<file path="config.mk">
export PLATFORM = sky130hd
export DESIGN_NAME = uart_tx_dbuf
export DESIGN_NICKNAME = d
export VERILOG_FILES = /design/src/rtl/uart_tx_pkg.sv /design/src/rtl/tx_prescale.sv /design/src/rtl/tx_holdbuf.sv /design/src/rtl/tx_shifter.sv /design/src/rtl/uart_tx_dbuf.sv
export SDC_FILE = /design/constraint.sdc
export NUM_CORES = 1
export LEC_CHECK = 0
export BUFFER_PORTS_ARGS = -buffer_cell sky130_fd_sc_hd__buf_2
export CELL_PAD_IN_SITES_DETAIL_PLACEMENT = 1
export CELL_PAD_IN_SITES_GLOBAL_PLACEMENT = 2
export CORE_ASPECT_RATIO = 0.8
export CORE_MARGIN = 2
export CORE_UTILIZATION = 38
export DETAILED_ROUTE_END_ITERATION = 10
export PLACE_DENSITY = 0.88
export SYNTH_ARGS = -nofsm -noshare
export SYNTH_HDL_FRONTEND = slang
export SYNTH_HIERARCHICAL = 1
export SYNTH_SLANG_ARGS = --single-unit
</file>
<file path="constraint.sdc">
create_clock -name clk_i -period 2.56 [get_ports clk_i]
set_input_delay 0 -clock clk_i [delete_from_list [all_inputs] [get_ports clk_i]]
set_output_delay 0 -clock clk_i [all_outputs]
set_load 0.01 [all_outputs]
</file>
<file path="src/rtl/uart_tx_pkg.sv">
package uart_tx_pkg;
  localparam int unsigned DATA_W   = 8;
  localparam int unsigned STOP_MAX = 2;
  localparam int unsigned FRAME_W  = 1 + DATA_W + 1 + STOP_MAX;
  localparam int unsigned CNT_W    = $clog2(FRAME_W);

  typedef struct packed {
    logic len8;
    logic par_en;
    logic par_odd;
    logic stop2;
  } fmt_t;

  // LSB = first bit on the line; unused upper positions stay 1 (stop level)
  function automatic logic [FRAME_W-1:0] frame_build(logic [DATA_W-1:0] d, fmt_t f);
    logic [FRAME_W-1:0] v;
    logic p;
    int unsigned n;
    n = f.len8 ? DATA_W : DATA_W - 1;
    v = '1;
    v[0] = 1'b0;
    p = f.par_odd;
    for (int unsigned i = 0; i < DATA_W; i++) begin
      if (i < n) begin
        v[i+1] = d[i];
        p = p ^ d[i];
      end
    end
    if (f.par_en) v[n+1] = p;
    return v;
  endfunction

  function automatic logic [CNT_W-1:0] frame_len(fmt_t f);
    int unsigned n;
    n = 2 + (f.len8 ? DATA_W : DATA_W - 1) + (f.par_en ? 1 : 0) + (f.stop2 ? 1 : 0);
    return CNT_W'(n);
  endfunction
endpackage

</file>
<file path="src/rtl/tx_prescale.sv">
module tx_prescale #(
  parameter int unsigned OVS = 16
) (
  input  logic clk_i,
  input  logic rst_ni,
  input  logic tick_i,
  output logic bound_o
);
  localparam int unsigned CW = $clog2(OVS);
  logic [CW-1:0] cnt_q;

  assign bound_o = tick_i && (cnt_q == CW'(OVS - 1));

  always_ff @(posedge clk_i or negedge rst_ni) begin
    if (!rst_ni)     cnt_q <= '0;
    else if (tick_i) cnt_q <= bound_o ? '0 : cnt_q + 1'b1;
  end
endmodule

</file>
<file path="src/rtl/tx_holdbuf.sv">
module tx_holdbuf #(
  parameter int unsigned DW = 8
) (
  input  logic          clk_i,
  input  logic          rst_ni,
  input  logic          wr_i,
  input  logic [DW-1:0] wr_data_i,
  input  logic          take_i,
  output logic          full_o,
  output logic [DW-1:0] data_o
);
  always_ff @(posedge clk_i or negedge rst_ni) begin
    if (!rst_ni) begin
      full_o <= 1'b0;
      data_o <= '0;
    end else begin
      // a write in the take cycle lands after the old value is taken
      full_o <= wr_i | (full_o & ~take_i);
      if (wr_i) data_o <= wr_data_i;
    end
  end

  assert_full_after_write_R5: assert property (@(posedge clk_i) disable iff (!rst_ni)
    wr_i |=> full_o);
endmodule

</file>
<file path="src/rtl/tx_shifter.sv">
module tx_shifter
  import uart_tx_pkg::*;
(
  input  logic              clk_i,
  input  logic              rst_ni,
  input  logic              bound_i,
  input  logic              buf_full_i,
  input  logic [DATA_W-1:0] buf_data_i,
  input  fmt_t              fmt_i,
  output logic              take_o,
  output logic              txd_o,
  output logic              tsc_o
);
  logic               active_q;
  logic [FRAME_W-1:0] frame_q;
  logic [CNT_W-1:0]   rem_q;
  logic               last_bit;

  assign last_bit = active_q && (rem_q == '0);
  assign take_o   = bound_i && buf_full_i && (!active_q || last_bit);
  assign txd_o    = frame_q[0];

  always_ff @(posedge clk_i or negedge rst_ni) begin
    if (!rst_ni) begin
      active_q <= 1'b0;
      frame_q  <= '1;
      rem_q    <= '0;
      tsc_o    <= 1'b1;
    end else if (take_o) begin
      active_q <= 1'b1;
      frame_q  <= frame_build(buf_data_i, fmt_i);
      rem_q    <= frame_len(fmt_i) - 1'b1;
      tsc_o    <= 1'b0;
    end else if (bound_i && active_q) begin
      if (last_bit) begin
        active_q <= 1'b0;
        frame_q  <= '1;
      end else begin
        frame_q <= {1'b1, frame_q[FRAME_W-1:1]};
        rem_q   <= rem_q - 1'b1;
        // entering final stop bit with nothing queued
        if (rem_q == CNT_W'(1) && !buf_full_i) tsc_o <= 1'b1;
      end
    end
  end

  assert_tsc_line_high_R8: assert property (@(posedge clk_i) disable iff (!rst_ni)
    tsc_o |-> txd_o);
  assert_line_on_boundary_R2: assert property (@(posedge clk_i) disable iff (!rst_ni)
    !$stable(txd_o) |-> $past(bound_i));
  assert_tsc_falls_on_start_R7: assert property (@(posedge clk_i) disable iff (!rst_ni)
    $fell(tsc_o) |-> !txd_o);
endmodule

</file>
<file path="src/rtl/uart_tx_dbuf.sv">
module uart_tx_dbuf
  import uart_tx_pkg::*;
#(
  parameter int unsigned OVS = 16
) (
  input  logic              clk_i,
  input  logic              rst_ni,
  input  logic              tick_i,
  input  logic              wr_i,
  input  logic [DATA_W-1:0] wr_data_i,
  input  logic              len8_i,
  input  logic              par_en_i,
  input  logic              par_odd_i,
  input  logic              stop2_i,
  input  logic              irq_sel_i,
  output logic              txd_o,
  output logic              tbe_o,
  output logic              tsc_o,
  output logic              irq_o
);
  logic              bound;
  logic              take;
  logic              buf_full;
  logic [DATA_W-1:0] buf_data;
  logic              tbe_prev_q, tsc_prev_q;
  fmt_t              fmt;

  assign fmt = '{len8: len8_i, par_en: par_en_i, par_odd: par_odd_i, stop2: stop2_i};

  tx_prescale #(.OVS(OVS)) u_pre (
    .clk_i, .rst_ni, .tick_i, .bound_o(bound)
  );

  tx_holdbuf #(.DW(DATA_W)) u_buf (
    .clk_i, .rst_ni, .wr_i, .wr_data_i, .take_i(take),
    .full_o(buf_full), .data_o(buf_data)
  );

  tx_shifter u_shift (
    .clk_i, .rst_ni, .bound_i(bound), .buf_full_i(buf_full), .buf_data_i(buf_data),
    .fmt_i(fmt), .take_o(take), .txd_o, .tsc_o
  );

  assign tbe_o = ~buf_full;

  always_ff @(posedge clk_i or negedge rst_ni) begin
    if (!rst_ni) begin
      tbe_prev_q <= 1'b1;
      tsc_prev_q <= 1'b1;
    end else begin
      tbe_prev_q <= tbe_o;
      tsc_prev_q <= tsc_o;
    end
  end

  assign irq_o = irq_sel_i ? (tsc_o & ~tsc_prev_q) : (tbe_o & ~tbe_prev_q);

  assert_irq_single_R9: assert property (@(posedge clk_i) disable iff (!rst_ni)
    irq_o && $stable(irq_sel_i) |=> !irq_o);
  assert_tbe_clear_R5: assert property (@(posedge clk_i) disable iff (!rst_ni)
    wr_i |=> !tbe_o);
  assert_tbe_rise_on_bound_R6: assert property (@(posedge clk_i) disable iff (!rst_ni)
    $rose(tbe_o) |-> $past(bound) && !txd_o);
endmodule

</file>
==> results by group <==
Detailed routing
  • Detailed-route DRC error count: 0
  • Number of vias per cell: slightly above 5
  • Wirelength per Cell: approximately 15 µm
  • Drt pass-1 iters: 4
  • Overall routed net length: 3.82 mm
  • Detailed router's first-iteration violation count: between 50 and 60
  • Routed via count: 1287
  • Post-route ant nets: 0

Synthesis
  • Mux cell area share after synthesis: between 8 and 9%
  • YS warnings: 6
  • Ranking of synthesized cells by area: dfrtp_1 26%, dfstp_2 20%, mux2_4 6.9%
  • Yosys cell types: 42
  • Synth Area in Simple Gates: 11.2%
  • Area leader, netlist: dfrtp_1
  • Synth Area in Adders: roughly 6.9%
  • Post-synth net total: 184
  • Syn Area/Cell: approximately 11 µm²
  • Post-Synthesis Cells: about 160
  • Mapped Area: 0.00175 mm²
  • Post-synthesis sequential area ratio: between 40% and 50%
  • Largest family of logic cells by synthesized area: compound AO/OA/AOI/OAI gates
  • Post-Synth XOR/XNOR Area: under 10%
  • Register bit total from synthesis: 31
  • Share of the synthesized area in the top cell type: 25.8%
  • Synth Area in Compound Gates: 17.0%

Timing
  • Worst-margin pin slew: 0.691 ns
  • Max-slew violations: 0
  • Upper clock frequency limit: 463 MHz
  • Unrepaired setup endpoints after global routing: false
  • Final setup viols: 0
  • Fin Hold WS: roughly 0.044 ns
  • Max Clock Skew: roughly 0.0035 ns
  • Crit share post-route: ~84%
  • Setup TNS: 0 ns
  • Fin. Hold Viols: 0
  • Relative slew slack: a little over half
  • Final worst-path setup slack: 0.402 ns
  • Tmin final: 2.16 ns

Floorplanning
  • Die Y: about 65 µm
  • Overall die width: around 80 µm
  • Std-Cell Rows: 22
  • Starting Density: ~39%
  • I/O pin cnt: 21
  • Core Area: 0.00451 mm²
  • Die ar.: roughly 0.0052 mm²

Clock network
  • Sink Count: 31
  • CTS tree: done
  • Clock Tree Buf Depth: 2
  • Clk pin slew, worst setup/hold paths: roughly 0.070 ns
  • Worst skew pair latency: between 0.2 and 0.3 ns
  • Total CTS buffers: 5
  • H-tree levels: 2
  • # Post-CTS Setup Buffers: 0
  • Clock Root Buffer: clkbuf_8

Final layout
  • Layout Nets: about 220
  • # diodes: 0
  • Most frequent cells in the layout: 20 x buf_2, 18 x dfrtp_1, 16 x nand2_1
  • Post-route design area: around 0.0021 mm²
  • Layout cells sized above 1: between 20% and 30%
  • Area grow syn2layout: 19.6%
  • Commonest non-fill, non-tap cell in the layout: buf_2

Critical path
  • Reg2reg setup slack: roughly 0.4 ns
  • Setup crit end: u_buf/full_o
  • CP arrival: between 2 and 2.5 ns
  • Worst Setup SP: u_pre/cnt_q[0]
  • Crit-path max FO: 10
  • Critical Path End Type: register
  • Data required time of the worst path: about 2.7 ns
  • FF-to-FF End: u_buf/full_o
  • CP Launch Type: register
  • Type of the worst setup path: reg2reg
  • R2R cell count: 8
  • Worst flop-to-flop path startpoint: u_pre/cnt_q[0]

Placed design
  • Pre-CTS WS: 0.462 ns
  • Post-Place Cell Area: 0.00188 mm²
  • RD Place Congestion: a little over 0.9
  • DP HPWL: roughly 2.7 mm
  • PortBufs: 20

Power and ir drop
  • P per Cell Area: approximately 740 mW/mm²
  • Pint: 0.00106 W
  • Comb power frac: between 20% and 30%
  • Leakage Power: about 0.9 nW
  • Total Power: roughly 0.0016 W
  • Sequential power share: between 40% and 50%
  • Clock power frac: 27.2%
  • Psw: just under 0.0005 W
  • Switching Share: between 30% and 40%
  • Worst VDD drop: ~0.38 mV

Worst hold path
  • Min-Delay Path Class: in2reg

Global route
  • Vias in the first global route: 1406
  • Largest net degree at the start of global routing: 32
  • Initial antenna violation count: 0
  • First-pass GRT wire length: ~6.7 mm
  • GRT Overall Usage: 16.8%
  • GRT overflow: 0

Run
  • Max-cap violations: 0

Outcome
  • Status: complete, no violations
-- registers in the layout, indices dropped and copies added (netlist names) --
name and count:
u_pre/cnt_q 4, tsc_prev_q 1, u_shift/active_q 1, tbe_prev_q 1, u_buf/full_o 1, u_shift/rem_q 4
u_shift/tsc_o 1, u_buf/data_o 8, u_shift/frame_q 10
-- metal layers --
layer / track usage, % / vias to the layer above / wire, µm
met5: 0 / - / 0
met4: 5.08 / 0 / 12
met3: 4.32 / 2 / 141
met2: 27.7 / 27 / 1900
met1: 21.8 / 634 / 1760
li1: - / 624 / -
-- synthesized netlist by cell type (all sizes together) --
cell type	instances
nand3	3
dfstp	13
xnor3	1
nor3b	4
o21ai	18
dfrtp	18
nand2	16
a21oi	5
nor4b	1
and2	1
mux2i	1
a32o	1
clkbuf	3
o22ai	7
fa	1
or3b	1
nand3b	1
a41oi	1
xnor2	8
and4b	1
nor3	1
o31ai	2
mux2	9
o31a	1
inv	10
a21o	2
o22a	1
o2bb2ai	2
a22oi	3
a211oi	4
nand4	1
nor2b	1
nand2b	2
buf	4
ha	8
nor2	2
-- power groups by stage --
stage | Clock, W | Sequential, W | Combinational (W)
3_3_place_gp | 0 | 0.000708 | 0.000386
4_1_cts | 0.000441 | 0.000714 | 0.000420
6_report | 0.000422 | 0.000714 | 0.000417
5_1_grt | 0.000465 | 0.000731 | 0.000469
2_1_floorplan | 0 | 0.000673 | 0.000332
3_5_place_dp | 0 | 0.000720 | 0.000402
-- worst max-delay path, stage by stage (launching register included) --
cell and delay [ns]:
dfrtp_1 0.41, ha_1 0.25, nand2_1 0.07, nor2_1 0.39, nand2_1 0.22, a21o_1 0.34, inv_1 0.12, inv_1 0.05
a21o_2 0.20
-- what timing repair did --
item | 4_1_cts | 5_1_grt
gates resized for setup | 0 | 0
hold endpoints to repair | 28 | 0
hold buffers | 11 | 0
-- worst min path at each step --
stage,startpoint,to,slack (ns),cells after the start
6_report,len8_i,u_shift/frame_q[9],0.04,2
5_1_grt,len8_i,u_shift/frame_q[9],0.07,2
4_1_cts,len8_i,u_shift/frame_q[9],0.03,2
3_5_place_dp,rst_ni,u_buf/data_o[0],0.08,1
3_3_place_gp,rst_ni,u_buf/data_o[0],0.07,1
2_1_floorplan,rst_ni,u_buf/data_o[0],-0.30,0
-- cells by family (layout without fill, tap and decap cells) --
| logic type | Yosys count | count (layout) |
|---|---|---|
| buffers and inverters | 17 | 50 |
| adders and majority gates | 9 | 9 |
| DFF | 31 | 31 |
| AOI/OAI and AO/OA | 47 | 47 |
| xor gates and xnor gates | 9 | 9 |
| and+or+nand+nor | 35 | 35 |
| muxes | 10 | 10 |
-- area by class of cell --
cell class,count,area (µm²)
multi-input combinational,110,867
tap,60,75.1
timing repair buffer,32,218
sequential,31,792
clock buffer,8,100
fill,514,2420
inverter,10,37.5
-- metrics by stage --
step                      utilization [%]  std cells
after floorplan                         -        158
after global placement               41.6        232
after detailed placement             41.6        232
after CTS                            46.3        251
after global routing                 46.3        251
final                                46.3        251
Power figures use the tool's default switching activity.
